[src/rtl/dsSeqPkg.sv]
package dsSeqPkg;

  typedef enum logic [1:0] {
    PH_AZ   = 2'd0,
    PH_INT  = 2'd1,
    PH_REF  = 2'd2,
    PH_ZERO = 2'd3
  } phase_e;

  // strobes from control to datapath, valid for one clock
  typedef struct packed {
    logic clrDe;        // clear de-integration count
    logic incDe;        // advance de-integration count
    logic capSign;      // sample comparator polarity
    logic latchResult;  // copy count/sign/flag to result
    logic overFlag;     // value for over-range on latch
    logic endCycle;     // cycle wraps on this tick
  } seqStrobe_t;

  // decimal to packed BCD, sixteen digits, for constants only
  function automatic logic [63:0] toBcd(input int unsigned value);
    logic [63:0] packed_r;
    int unsigned rem;
    packed_r = '0;
    rem = value;
    for (int i = 0; i < 16; i++) begin
      packed_r[4*i +: 4] = 4'(rem % 10);
      rem = rem / 10;
    end
    return packed_r;
  endfunction

endpackage

[src/rtl/dsSeqDatapath.sv]
module dsSeqDatapath
  import dsSeqPkg::*;
#(
  parameter int DIGITS       = 4,
  parameter int AZ_COUNTS    = 1500,
  parameter int INT_LONG     = 2000,
  parameter int INT_SHORT    = 200,
  parameter int DEINT_LIMIT  = 4000,
  parameter int CYCLE_COUNTS = 8000
) (
  input  logic               clk,
  input  logic               rst,
  input  logic               integPos,
  input  seqStrobe_t         strobe,
  output logic               tick,
  output logic               azLast,
  output logic               intLastLong,
  output logic               intLastShort,
  output logic               cycleLast,
  output logic               deAtLimit,
  output logic               crossed,
  output logic               refNeg,
  output logic               signNeg,
  output logic [4*DIGITS-1:0] resultBcd,
  output logic               resultValid,
  output logic               overRange
);

  localparam int CNT_W = $clog2(CYCLE_COUNTS);
  localparam int BCD_W = 4 * DIGITS;
  localparam logic [63:0] LIMIT_FULL = toBcd(DEINT_LIMIT - 1);
  localparam logic [BCD_W-1:0] LIMIT_BCD = LIMIT_FULL[BCD_W-1:0];

  logic             divTog;
  logic [CNT_W-1:0] cycleCnt;
  logic [BCD_W-1:0] deCount;
  logic [DIGITS:0]  carry;
  logic             polPos;
  logic             signReg;
  logic             overReg;
  logic             validReg;
  logic [BCD_W-1:0] resultReg;

  // clock halving: a count tick on every second edge
  always_ff @(posedge clk) begin
    if (rst) divTog <= 1'b0;
    else     divTog <= ~divTog;
  end
  assign tick = divTog;

  // position within the conversion cycle
  always_ff @(posedge clk) begin
    if (rst) begin
      cycleCnt <= '0;
    end else if (tick) begin
      if (cycleLast) cycleCnt <= '0;
      else           cycleCnt <= cycleCnt + 1'b1;
    end
  end

  assign azLast       = (cycleCnt == CNT_W'(AZ_COUNTS - 1));
  assign intLastLong  = (cycleCnt == CNT_W'(AZ_COUNTS + INT_LONG - 1));
  assign intLastShort = (cycleCnt == CNT_W'(AZ_COUNTS + INT_SHORT - 1));
  assign cycleLast    = (cycleCnt == CNT_W'(CYCLE_COUNTS - 1));

  // decade chain for the de-integration count
  assign carry[0] = strobe.incDe;
  for (genvar d = 0; d < DIGITS; d++) begin : gDecade
    logic [3:0] digitQ;
    assign carry[d+1] = carry[d] && (digitQ == 4'd9);
    always_ff @(posedge clk) begin
      if (rst || strobe.clrDe)   digitQ <= 4'd0;
      else if (carry[d])         digitQ <= (digitQ == 4'd9) ? 4'd0 : digitQ + 4'd1;
    end
    assign deCount[4*d +: 4] = digitQ;
  end

  assign deAtLimit = (deCount == LIMIT_BCD);

  // polarity seen at the close of integration
  always_ff @(posedge clk) begin
    if (rst)                 polPos <= 1'b0;
    else if (strobe.capSign) polPos <= integPos;
  end
  assign crossed = (integPos != polPos);
  assign refNeg  = polPos;

  // result register
  always_ff @(posedge clk) begin
    if (rst) begin
      resultReg <= '0;
      signReg   <= 1'b0;
      overReg   <= 1'b0;
    end else if (strobe.latchResult) begin
      resultReg <= deCount;
      signReg   <= ~polPos;
      overReg   <= strobe.overFlag;
    end
  end

  always_ff @(posedge clk) begin
    if (rst) validReg <= 1'b0;
    else     validReg <= strobe.endCycle;
  end

  assign resultBcd   = resultReg;
  assign signNeg     = signReg;
  assign overRange   = overReg;
  assign resultValid = validReg;

endmodule

[src/rtl/dsSeqControl.sv]
module dsSeqControl
  import dsSeqPkg::*;
(
  input  logic       clk,
  input  logic       rst,
  input  logic       rangeSel,
  input  logic       tick,
  input  logic       azLast,
  input  logic       intLastLong,
  input  logic       intLastShort,
  input  logic       cycleLast,
  input  logic       deAtLimit,
  input  logic       crossed,
  output seqStrobe_t strobe,
  output logic [3:0] phaseHot
);

  phase_e state, stateNext;
  logic   shortWin;
  logic   intDone;

  assign intDone = shortWin ? intLastShort : intLastLong;

  always_comb begin
    strobe    = '0;
    stateNext = state;
    case (state)
      PH_AZ: begin
        if (tick && azLast) stateNext = PH_INT;
      end
      PH_INT: begin
        if (tick && intDone) begin
          stateNext      = PH_REF;
          strobe.capSign = 1'b1;
          strobe.clrDe   = 1'b1;
        end
      end
      PH_REF: begin
        if (tick) begin
          if (crossed) begin
            // a crossing outranks the count limit on the same tick
            strobe.latchResult = 1'b1;
            stateNext          = PH_ZERO;
          end else if (deAtLimit) begin
            strobe.latchResult = 1'b1;
            strobe.overFlag    = 1'b1;
            stateNext          = PH_ZERO;
          end else begin
            strobe.incDe = 1'b1;
          end
        end
      end
      PH_ZERO: begin
        if (tick && cycleLast) begin
          strobe.endCycle = 1'b1;
          stateNext       = PH_AZ;
        end
      end
      default: stateNext = PH_AZ;
    endcase
  end

  always_ff @(posedge clk) begin
    if (rst) state <= PH_AZ;
    else     state <= stateNext;
  end

  // window choice held for the whole integration phase
  always_ff @(posedge clk) begin
    if (rst)                                     shortWin <= 1'b0;
    else if (state == PH_AZ && tick && azLast)   shortWin <= rangeSel;
  end

  assign phaseHot = {state == PH_ZERO, state == PH_REF,
                     state == PH_INT,  state == PH_AZ};

endmodule

[src/rtl/dualSlopeSequencer.sv]
module dualSlopeSequencer
  import dsSeqPkg::*;
#(
  parameter int DIGITS       = 4,
  parameter int AZ_COUNTS    = 1500,
  parameter int INT_LONG     = 2000,
  parameter int INT_SHORT    = 200,
  parameter int DEINT_LIMIT  = 4000,
  parameter int CYCLE_COUNTS = 8000
) (
  input  logic                clk,
  input  logic                rst,
  input  logic                integPos,
  input  logic                rangeSel,
  output logic                phAutoZero,
  output logic                phIntegrate,
  output logic                phRefInt,
  output logic                phZero,
  output logic                refNeg,
  output logic                signNeg,
  output logic [4*DIGITS-1:0] resultBcd,
  output logic                resultValid,
  output logic                overRange
);

  seqStrobe_t strobe;
  logic       tick, azLast, intLastLong, intLastShort, cycleLast;
  logic       deAtLimit, crossed;
  logic [3:0] phaseHot;

  dsSeqControl uCtrl (
    .clk         (clk),
    .rst         (rst),
    .rangeSel    (rangeSel),
    .tick        (tick),
    .azLast      (azLast),
    .intLastLong (intLastLong),
    .intLastShort(intLastShort),
    .cycleLast   (cycleLast),
    .deAtLimit   (deAtLimit),
    .crossed     (crossed),
    .strobe      (strobe),
    .phaseHot    (phaseHot)
  );

  dsSeqDatapath #(
    .DIGITS      (DIGITS),
    .AZ_COUNTS   (AZ_COUNTS),
    .INT_LONG    (INT_LONG),
    .INT_SHORT   (INT_SHORT),
    .DEINT_LIMIT (DEINT_LIMIT),
    .CYCLE_COUNTS(CYCLE_COUNTS)
  ) uPath (
    .clk         (clk),
    .rst         (rst),
    .integPos    (integPos),
    .strobe      (strobe),
    .tick        (tick),
    .azLast      (azLast),
    .intLastLong (intLastLong),
    .intLastShort(intLastShort),
    .cycleLast   (cycleLast),
    .deAtLimit   (deAtLimit),
    .crossed     (crossed),
    .refNeg      (refNeg),
    .signNeg     (signNeg),
    .resultBcd   (resultBcd),
    .resultValid (resultValid),
    .overRange   (overRange)
  );

  assign phAutoZero  = phaseHot[0];
  assign phIntegrate = phaseHot[1];
  assign phRefInt    = phaseHot[2];
  assign phZero      = phaseHot[3];

endmodule

[config.mk]
export PLATFORM = sky130hd
export DESIGN_NAME = dualSlopeSequencer
export DESIGN_NICKNAME = d
export VERILOG_FILES = /design/src/rtl/dsSeqPkg.sv /design/src/rtl/dsSeqDatapath.sv /design/src/rtl/dsSeqControl.sv /design/src/rtl/dualSlopeSequencer.sv
export SDC_FILE = /design/constraint.sdc
export NUM_CORES = 1
export LEC_CHECK = 0
export ABC_AREA = 1
export BUFFER_PORTS_ARGS = -buffer_cell sky130_fd_sc_hd__buf_2
export CORE_ASPECT_RATIO = 0.9
export CORE_MARGIN = 10
export CORE_UTILIZATION = 55
export DETAILED_ROUTE_END_ITERATION = 10
export HOLD_SLACK_MARGIN = 0.02
export PLACE_DENSITY = 0.81
export SETUP_SLACK_MARGIN = 0.4
export SLEW_MARGIN = 5
export SYNTH_ARGS = -nofsm -noshare
export SYNTH_HDL_FRONTEND = slang
export SYNTH_HIERARCHICAL = 1
export SYNTH_SLANG_ARGS = --single-unit
[constraint.sdc]
create_clock -name clk -period 4 [get_ports clk]
set_input_delay 0.2 -clock clk [delete_from_list [all_inputs] [get_ports clk]]
set_output_delay 0.2 -clock clk [all_outputs]
set_load 0.03 [all_outputs]
==> results of run 1 <==
## state kept, by name, summed over array words and instances (netlist names)
| register | flops |
|---|---|
| uPath/resultBcd | 16 |
| uPath/refNeg | 1 |
| uPath/tick | 1 |
| uPath/resultValid | 1 |
| uPath/signNeg | 1 |
| uCtrl/state | 2 |
| uPath/gDecade.digitQ | 16 |
| uCtrl/shortWin | 1 |
| uPath/cycleCnt | 13 |
| uPath/overRange | 1 |
## worst min-delay path, delay by kind of cell
kind                   cells  cell delay, ns
buffers and inverters      2            0.16
AO/OA/AOI/OAI              1            0.05
## final timing paths
path | to | slack (ns) | cells past startpoint
max | uPath/gDecade[2].digitQ[3] | 1.53 | 14
min | uPath/refNeg | 0.14 | 3
max reg2reg | uPath/gDecade[2].digitQ[3] | 1.53 | 14
min reg2reg | uPath/resultBcd[5] | 0.47 | 2
## logic make-up (layout without fill, tap and decap cells)
family                   after synthesis  in the layout  synth area share
adder cells (fa/ha/maj)                5              5            0.0240
XOR/XNOR                               5              5            0.0168
buffers and inverters                 65             90            0.0994
AND/OR/NAND/NOR                      181            181             0.317
AO/OA/AOI/OAI                         67             67             0.135
flip-flops                            53             53             0.407
## stage by stage
stage,util,power [mW],hold slack (ns),setup WS [ns]
after floorplan,-,0.562,0.327,2.14
after CTS,0.642,0.988,0.135,1.57
after global routing,0.644,1.01,0.133,1.28
final,0.644,0.980,0.143,1.53
after detailed placement,0.613,0.569,0.467,1.60
after global placement,0.613,0.568,0.463,1.64
## area by class of cell
cell class,count,share of cell area
Tap cell,62,0.0267
Multi-Input combinational cell,258,0.445
Sequential cell,53,0.365
Clock inverter,3,0.0224
Inverter,55,0.0709
Clock buffer,5,0.0236
Timing Repair Buffer,27,0.0464
## where the power goes
part | total (mW) | internal (mW) | leakage, nW | switching, mW
sequential | 0.533 | 0.529 | 0.427 | 0.00379
combinational | 0.0240 | 0.00721 | 0.694 | 0.0168
clock | 0.423 | 0.249 | 0.0681 | 0.174
## cells in the final DEF, fill, tap and decap left out
cell / instances
nand2_1: 77
o21bai_4: 1
nor2_4: 4
a21oi_4: 1
dfxtp_1: 53
xor2_1: 5
nor2_2: 4
ha_1: 5
a21oi_1: 33
buf_2: 27
inv_2: 9
inv_1: 46
clkinv_2: 1
nand4_1: 8
o21ai_1: 2
bufinv_16: 2
or2_2: 1
o21ai_0: 29
nor2_1: 45
nand2_4: 1
clkbuf_8: 5
nand3_1: 20
nand3_2: 3
nor3_1: 10
nand2_2: 6
nor4_1: 2
a21oi_2: 1
## routing by layer
layer | vias to the layer above | wire (um) | GRT usage | part of all wire
li1 | 1245 | - | - | -
met1 | 1083 | 2800 | 0.191 | 0.48
met2 | 42 | 2600 | 0.251 | 0.44
met3 | 10 | 385 | 0.0502 | 0.066
met4 | 0 | 88 | 0.0574 | 0.015
met5 | - | 0 | 0 | 0
==> out/metrics.csv, run 1 <==
metric,value,unit
synth_enable_flop_cells,0,
worstPathRequired,4.25,ns
detailroute.via_count,2380,
design.die.area,0.00789,mm^2
start_kind,flip-flop,
fmax,405,MHz
first_global_vias,2332,
cts-hold-fix-buffers,0,
power.density,337,mW/mm^2
power.leakage,1.19,nW
slew-limit-headroom,0.513,
area_growth,11.7,%
min-delay-start,integPos,
die_height,85.3,um
cts_htree_levels,2,
endpoint_kind,flip-flop,
drt_drc_violations_left,0,
drive_above_1_share,0.165,
rows,23,
library_cell_with_the_largest_summed_area_after_synthesis,dfxtp_1,
place.port_buffers,27,
ys_warn_count,6,
clock_sink_count,53,
post-synth-top-count-cell,nand2_1,
worstPathMaxFanout,11,
grt_overflow_total,0,
share_of_the_synthesized_area_in_the_top_cell_type,0.407,
synth_top_flop_cell,dfxtp_1,
critical_path.cell_chain,ha_1 -> nand2_1 -> inv_1 -> nand3_1 -> nor3_1 -> nand2_1 -> nand2_1 -> nand2_1 -> nor2_1 -> nor2_1 -> inv_1 -> nor3_1 -> nand3_1 -> nand2_1,
async_flop_share,0,
maxSlewViolCount,0,
num_io_pins,28,
route.detailed.vias_per_inst,5.14,
final.fill_count,407,
ys_seq_elements,53,
setup_tns,0,ns
multi_input_area,0.00130,mm^2
dpl-instance-area,0.00277,mm^2
grt_util_all_layers,0.156,
final_antenna_net_count,0,
cpMaxStageDelayCell,nor2_1,
grt_setup_unrepaired,no,
drtPass1Iterations,4,
clk_root_buf,clkbuf_8,
synth.area.top_cells,"dfxtp_1 41%, nand2_1 11%, inv_1 6.6%, a21oi_1 6.5%, nor2_1 6.5%",
peakVddDrop,0.290,mV
synth.distinct_cells,25,
worstSkewPairLatency,0.31,ns
netlist_top_cells_count,"77 x nand2_1, 53 x dfxtp_1, 46 x inv_1, 45 x nor2_1, 34 x a21oi_1",
critPathTopFamily,simple AND/OR/NAND/NOR gates,
cts_tree,done,
postLayoutCellArea,0.00291,mm^2
outcome,"finished, final reports clean",
worst_setup_path_startpoint,uPath/cycleCnt[0],
drt-wirelength-per-cell,12.7,um
synth-seq-area-share,0.407,
cts_buffer_depth,2,
floorplan.die.width,92.5,um
fin_worst_skew,0.00934,ns
hold_violations,0,
cp.buffers_inverters,2,
drt_iter0_drc,140,
avgSynthCellArea,6.93,um^2
antenna_found_initial,0,
critical-path-max-stage-delay,0.52,ns
timing.rr.start,uPath/cycleCnt[0],
final.min_clock_period,2.47,ns
grt_max_degree,35,
seq_area,0.00106,mm^2
max_cap_violations,0,
path_clk_slew,0.09,ns
place_congestion,0.932,
syn-instance-count,376,
min_delay_worst_type,primary input to flip-flop,
core_area,0.00452,mm^2
start_util,0.577,
diodes,0,
drt_wl_total,5.88,mm
post-cts-setup-buffer-count,0,
nets,409,
syn_nets,385,
worst_pin_slew,0.730,ns
first_pass_grt_wire_length,10.4,mm
finalSetupViolations,0,
dp_cells,455,
critPathArrivalTime,2.72,ns
place.detailed.hpwl,4.29,mm
stdcell_count,463,
critical-path-top-cell-by-count,nand2_1,
setup.worst_path.class,flip-flop to flip-flop,
synthesis.area,0.00260,mm^2
cts_repair_resize_count,0,
cts_made_buffers,5,
min_period_over_period,0.617,
No activity file was read; power rests on OpenSTA's default activity.
==> inputs of run 2 (changes only) <==
- clock period: 4 -> 2.5 ns (I/O delays scaled with it)
==> run 2 against run 1 <==
  * Cell area grew 1.1%
  * Register-to-register slack lost 0.98 ns
  * Highest routed layer unchanged
  * Largest power group unchanged
  * Core utilization rose by 0.69 points
  * Flip-flop and latch count is the same
==> out/metrics.csv, run 2 (synthesis results as in run 1) <==
metric,value,unit,change
maxSlewViolCount,0,,unchanged
design.die.area,0.00789,mm^2,unchanged
area_growth,12.9,%,was 11.7%
outcome,"finished, final reports clean",,unchanged
route.detailed.vias_per_inst,5.22,,was 5.14
fmax,514,MHz,was 405 MHz
grt_setup_unrepaired,yes,,was no
min_period_over_period,0.778,,was 0.617
diodes,0,,unchanged
post-cts-setup-buffer-count,0,,unchanged
max_cap_violations,0,,unchanged
layout_commonest_cell,nand2_1,,unchanged
drt_wl_total,5.71,mm,was 5.88 mm
num_io_pins,28,,unchanged
start_util,0.577,,unchanged
dp_cells,456,,was 455
detailedPlace.worstSlack,0.145,ns,was 1.60 ns
min_delay_worst_type,primary input to flip-flop,,unchanged
final.setup.worst_slack,0.554,ns,was 1.53 ns
drt-wirelength-per-cell,12.3,um,was 12.7 um
nets,410,,was 409
power.leakage,1.19,nW,about the same
worstPathMaxFanout,11,,unchanged
timing.rr.end,uPath/gDecade[2].digitQ[3],,unchanged
grt_util_all_layers,0.151,,was 0.156
dpl-instance-area,0.00278,mm^2,was 0.00277 mm^2
postLayoutCellArea,0.00294,mm^2,was 0.00291 mm^2
fin_worst_skew,0.0119,ns,was 0.00934 ns
setup.worst_path.end,uPath/gDecade[2].digitQ[3],,unchanged
place.port_buffers,27,,unchanged
stdcell_count,464,,was 463
critPathArrivalTime,2.21,ns,was 2.72 ns
drive_above_1_share,0.182,,was 0.165
setup.worst_path.class,flip-flop to flip-flop,,unchanged
rows,23,,unchanged
slew-limit-headroom,0.635,,was 0.513
core_area,0.00452,mm^2,unchanged
grt_max_degree,33,,was 35
power.density,512,mW/mm^2,was 337 mW/mm^2
hold_violations,0,,unchanged
worstSkewPairLatency,0.32,ns,was 0.31 ns
path_clk_slew,0.10,ns,was 0.09 ns
clk_root_buf,clkbuf_8,,unchanged
cts_tree,done,,unchanged
final_core_util,0.651,,was 0.644
die_height,85.3,um,unchanged
timing.reg2reg.worst_path_depth,14,,unchanged
cts-hold-fix-buffers,0,,unchanged
grt_overflow_total,0,,unchanged
peakVddDrop,0.364,mV,was 0.290 mV
floorplan.die.width,92.5,um,unchanged
first_global_vias,2282,,was 2332
timing.rr.start,uPath/cycleCnt[0],,unchanged
worstPathRequired,2.76,ns,was 4.25 ns
setup_tns,0,ns,unchanged
drtPass1Iterations,5,,was 4
rrSetupSlack,0.55,ns,was 1.53 ns
drt_drc_violations_left,0,,unchanged
cts_htree_levels,2,,unchanged
start_kind,flip-flop,,unchanged
detailroute.via_count,2424,,was 2380
final_cell_mix,"76 x nand2_1, 53 x dfxtp_1, 45 x inv_1, 42 x nor2_1, 33 x a21oi_1",,"was 77 x nand2_1, 53 x dfxtp_1, 46 x inv_1, 45 x nor2_1, 33 x a21oi_1"
final.hold.worst_slack,0.0655,ns,was 0.143 ns
cts_made_buffers,5,,unchanged
cts_buffer_depth,2,,unchanged
post-layout-total-power,1.51,mW,was 0.980 mW
drt_iter0_drc,190,,was 140
clock_sink_count,53,,unchanged
endpoint_kind,flip-flop,,unchanged
place.detailed.hpwl,4.18,mm,was 4.29 mm
place_congestion,0.927,,was 0.932
antenna_found_initial,0,,unchanged
first_pass_grt_wire_length,10.0,mm,was 10.4 mm
worst_pin_slew,0.546,ns,was 0.730 ns
final.min_clock_period,1.95,ns,was 2.47 ns
worst_setup_path_startpoint,uPath/cycleCnt[0],,unchanged
finalSetupViolations,0,,unchanged
final_antenna_net_count,0,,unchanged
run 2: final cells by class:
class / count / area (um^2)
clock buffer: 6 / 82.6
clock inverter: 2 / 37.5
fill: 391 / 1580
inverter: 55 / 209
multi-input combinational: 258 / 1330
sequential: 53 / 1060
tap: 62 / 77.6
timing repair buffer: 28 / 146
run 2: per-layer routing:
metal  global-route usage  routed length (um)  vias to the layer above
met5                    0                   0                        -
met4               0.0630                  89                        0
met3               0.0396                 401                        6
met2                0.236                2450                       78
met1                0.194                2770                     1087
li1                     -                   -                     1253
run 2: worst max-delay path, cell delays in order, from the launching register on:
cell and delay (ns):
dfxtp_1 0.35, ha_1 0.24, nand2_1 0.10, inv_1 0.06, nand3_1 0.08, nor3_1 0.05, nand2_1 0.06, nand2_1 0.07
nand2_1 0.12, nor2_4 0.06, nor2_4 0.26, inv_4 0.09, nor3_1 0.20, nand3_1 0.09, nand2_1 0.06
run 2: how the worst min path moves through the flow:
stage                   from            to  slack [ns]  cells past startpoint
floorplan           integPos  uPath/refNeg        0.25                      2
global placement    integPos  uPath/refNeg        0.39                      3
detailed placement  integPos  uPath/refNeg        0.39                      3
CTS                 integPos  uPath/refNeg        0.05                      3
global route        integPos  uPath/refNeg        0.08                      3
finish              integPos  uPath/refNeg        0.07                      3
run 2: what timing repair did:
item	4_1_cts	5_1_grt
setup endpoints to repair	10	28
resized for setup	2	11
pin swaps	0	0
run 2: where the power goes:
part / leakage [nW] / internal, mW / switching, mW
clock network: 0.0574 / 0.326 / 0.290
registers: 0.427 / 0.847 / 0.00591
logic: 0.701 / 0.0120 / 0.0267
total: 1.19 / 1.18 / 0.322
==> inputs of run 3 (changes only) <==
- ABC_AREA: 1 -> 0
- PLACE_DENSITY: 0.81 -> 0.82
- clock period: 2.5 -> 1.9 ns (I/O delays scaled with it)
==> run 3 against run 2 <==
  * The flow now finishes with violations (setup timing)
  * Area after synthesis fell by 5.4%
  * Sequential power is 32% higher
  * Combinational power increased to 7.2 times the previous value
  * Non-clock buffer count increased by 54
  * Die area decreased by 4.2%
  * Routed wire length increased by 28%
  * Flip-flop and latch count unchanged
  * Largest cell class unchanged
==> out/metrics.csv, run 3 <==
metric,value,unit,change
drt_wl_total,7.33,mm,was 5.71 mm
final.min_clock_period,2.10,ns,was 1.95 ns
cts_made_buffers,5,,unchanged
min_delay_worst_type,primary input to flip-flop,,unchanged
avgSynthCellArea,8.86,um^2,was 6.93 um^2
endpoint_kind,flip-flop,,unchanged
drt_drc_violations_left,0,,unchanged
worst_pin_slew,0.599,ns,was 0.546 ns
clk_root_buf,clkbuf_8,,unchanged
worstPathRequired,2.10,ns,was 2.76 ns
nets,361,,was 410
critical-path-max-stage-delay,0.36,ns,was 0.35 ns
critical_path.cell_chain,nor4bb_4 -> nand4_1 -> nor2_4 -> nor3_4 -> and3_4 -> nand4_1 -> buf_4 -> mux2i_1 -> a31oi_1,,was ha_1 -> nand2_1 -> inv_1 -> nand3_1 -> nor3_1 -> nand2_1 -> nand2_1 -> nand2_1 -> nor2_4 -> nor2_4 -> inv_4 -> nor3_1 -> nand3_1 -> nand2_1
cts_htree_levels,2,,unchanged
layout_commonest_cell,buf_4,,was nand2_1
seq_area,0.00108,mm^2,was 0.00106 mm^2
seq_power_share,0.556,,was 0.566
place.port_buffers,27,,unchanged
first_pass_grt_wire_length,10.9,mm,was 10.0 mm
cp.buffers_inverters,1,,was 2
synth_enable_flop_cells,0,,unchanged
grt_use_met1,0.218,,was 0.194
core_area,0.00440,mm^2,was 0.00452 mm^2
grt_max_degree,32,,was 33
critPathArrivalTime,2.30,ns,was 2.21 ns
worstSkewPairLatency,0.31,ns,was 0.32 ns
synth.distinct_cells,45,,was 25
cts_tree,done,,unchanged
multi_input_area,0.00154,mm^2,was 0.00133 mm^2
setup.worst_path.class,flip-flop to flip-flop,,unchanged
fmax,477,MHz,was 514 MHz
peakVddDrop,0.544,mV,was 0.364 mV
ys_seq_elements,53,,unchanged
final.fill_count,272,,was 391
drt-wirelength-per-cell,17.7,um,was 12.3 um
final_cell_mix,"47 x buf_4, 46 x nor2_1, 41 x dfxtp_1, 26 x buf_2, 17 x mux2i_1",,"was 76 x nand2_1, 53 x dfxtp_1, 45 x inv_1, 42 x nor2_1, 33 x a21oi_1"
critPathTopFamily,simple AND/OR/NAND/NOR gates,,unchanged
max_cap_violations,0,,unchanged
library_cell_with_the_largest_summed_area_after_synthesis,dfxtp_1,,unchanged
worstSetupPathDepth,9,,was 14
gr-usage-met3,0.0414,,was 0.0396
ys_warn_count,6,,unchanged
dp_cells,391,,was 456
cts_buffer_depth,2,,unchanged
maxSlewViolCount,0,,unchanged
synthesis.area,0.00246,mm^2,was 0.00260 mm^2
place_congestion,0.877,,was 0.927
critical-path-top-cell-by-count,nand4_1,,was nand2_1
synth.area.top_cells,"dfxtp_1 43%, mux2i_1 8.5%, nor2_1 7.9%, xnor2_1 3.6%, xor2_1 3.2%",,"was dfxtp_1 41%, nand2_1 11%, inv_1 6.6%, a21oi_1 6.5%, nor2_1 6.5%"
antenna_found_initial,0,,unchanged
power.share.combinational,0.136,,was 0.026
hold_violations,0,,unchanged
slew-limit-headroom,0.601,,was 0.635
global_route.peak_usage_layer,met2,,unchanged
final_core_util,0.784,,was 0.651
diodes,0,,unchanged
timing.reg2reg.worst_path_depth,9,,was 14
cpMaxStageDelayCell,nor4bb_4,,was dfxtp_1
num_io_pins,28,,unchanged
syn_nets,287,,was 385
share_of_the_synthesized_area_in_the_top_cell_type,0.431,,was 0.407
die_height,83.5,um,was 85.3 um
outcome,"finished, violations left",,"was finished, final reports clean"
start_util,0.560,,was 0.577
final_antenna_net_count,0,,unchanged
worstHoldPathCells,3,,unchanged
syn-instance-count,278,,was 376
fin_worst_skew,0.00537,ns,was 0.0119 ns
route.detailed.vias_per_inst,5.77,,was 5.22
post-layout-total-power,2.04,mW,was 1.51 mW
start_kind,flip-flop,,unchanged
internal-power,1.48,mW,was 1.18 mW
floorplan.die.width,90.5,um,was 92.5 um
final.setup.worst_slack,-0.197,ns,was 0.554 ns
global_route.usage.met2,0.279,,was 0.236
detailedPlace.worstSlack,-0.111,ns,was 0.145 ns
grt_setup_unrepaired,yes,,unchanged
finalSetupViolations,37,,was 0
first_global_vias,2250,,was 2282
min_period_over_period,1.10,,was 0.778
synth_top_flop_cell,dfxtp_1,,unchanged
async_flop_share,0,,unchanged
synth-seq-area-share,0.431,,was 0.407
stdcell_count,415,,was 464
drtPass1Iterations,5,,unchanged
final.hold.worst_slack,0.0286,ns,was 0.0655 ns
switchingPower,0.557,mW,was 0.322 mW
worstPathMaxFanout,4,,was 11
area_growth,40.2,%,was 12.9%
netlist_top_cells_count,"53 x dfxtp_1, 52 x nor2_1, 21 x mux2i_1, 17 x nand2_1",,"was 77 x nand2_1, 53 x dfxtp_1, 46 x inv_1, 45 x nor2_1, 34 x a21oi_1"
rows,23,,unchanged
grt_overflow_total,0,,unchanged
post-synth-top-count-cell,dfxtp_1,,was nand2_1
swShare,0.273,,was 0.214
power.density,590,mW/mm^2,was 512 mW/mm^2
clock_sink_count,53,,unchanged
place.detailed.hpwl,4.00,mm,was 4.18 mm
power.leakage,1.32,nW,was 1.19 nW
violations,setup timing,,
power.clock.fraction,0.308,,was 0.408
design.die.area,0.00756,mm^2,was 0.00789 mm^2
path_clk_slew,0.09,ns,was 0.10 ns
drive_above_1_share,0.433,,was 0.182
grt_util_all_layers,0.174,,was 0.151
drt_iter0_drc,172,,was 190
detailroute.via_count,2395,,was 2424
==> run 3: cell types whose count changed after synthesis, moves of 6 or more <==
| cell | delta |
|---|---|
| nor2b_1 | +7 |
| xnor2_1 | +10 |
| nor2_1 | +7 |
| mux2i_1 | +21 |
| a21oi_1 | -25 |
| nand2_2 | -6 |
| inv_2 | -9 |
| nand2_1 | -60 |
| o21ai_0 | -23 |
| nand3_1 | -10 |
| inv_1 | -39 |
==> run 3: worst reg2reg max path, cell delays in order, from the launching register on <==
cell	delay [ns]
dfxtp_2	0.35
nor4bb_4	0.36
nand4_1	0.22
nor2_4	0.19
nor3_4	0.05
and3_4	0.22
nand4_1	0.18
buf_4	0.16
mux2i_1	0.17
a31oi_1	0.09
==> run 3: stage by stage <==
| step | TNS (ns) | instance area [um^2] |
|---|---|---|
| floorplan | -0.833 | 2620 |
| global placement | -0.0211 | 3030 |
| detailed placement | -1.27 | 3030 |
| CTS | -0.00766 | 3280 |
| global route | -5.49 | 3450 |
| finish | -2.25 | 3450 |
==> run 3: routing by layer <==
metal  vias up  routed length [um]
met1      1127                3020
li1       1112                   -
met5         -                   0
met2       135                3510
met4         0                 197
met3        21                 593
==> run 3: final timing paths <==
| path | start | endpoint | slack (ns) |
|---|---|---|---|
| max | uPath/gDecade[2].digitQ[1] | uPath/gDecade[3].digitQ[3] | -0.20 |
| min | rangeSel | uCtrl/shortWin | 0.03 |
| max reg2reg | uPath/gDecade[2].digitQ[1] | uPath/gDecade[3].digitQ[3] | -0.20 |
| min reg2reg | uPath/signNeg | uPath/signNeg | 0.49 |
==> run 3: power groups by stage <==
stage | clock network (mW) | logic (mW) | registers, mW
4_1_cts | 0.637 | 0.241 | 1.13
2_1_floorplan | 0 | 0.151 | 1.16
3_3_place_gp | 0 | 0.212 | 1.16
6_report | 0.627 | 0.277 | 1.13
5_1_grt | 0.675 | 0.297 | 1.13
3_5_place_dp | 0 | 0.218 | 1.16
==> run 3: cell families (layout without fill, tap and decap cells) <==
| kind of cell | Yosys count | count (layout) | share of synthesized area |
|---|---|---|---|
| AND/OR/NAND/NOR | 129 | 129 | 0.272 |
| buffers and inverters | 22 | 97 | 0.0411 |
| multiplexers | 22 | 22 | 0.0899 |
| adder cells (fa/ha/maj) | 5 | 5 | 0.0254 |
| AO/OA/AOI/OAI | 28 | 28 | 0.0736 |
| XOR/XNOR | 19 | 19 | 0.0675 |
| flip-flops | 53 | 53 | 0.431 |
==> run 3: area by class of cell <==
| class | instances | area share |
|---|---|---|
| inverter | 7 | 0.00761 |
| tap | 62 | 0.0225 |
| sequential | 53 | 0.314 |
| clock buffer | 6 | 0.0210 |
| timing repair buffer | 82 | 0.186 |
| clock inverter | 2 | 0.00290 |
| multi-input combinational | 203 | 0.446 |
==> run 3: timing repair <==
item	in CTS	in global routing
setup buffers	7	6
pin swaps	6	8
hold buffers	0	0
endpoints found under the setup margin	38	43
gates resized for setup	24	21
gates cloned	1	2
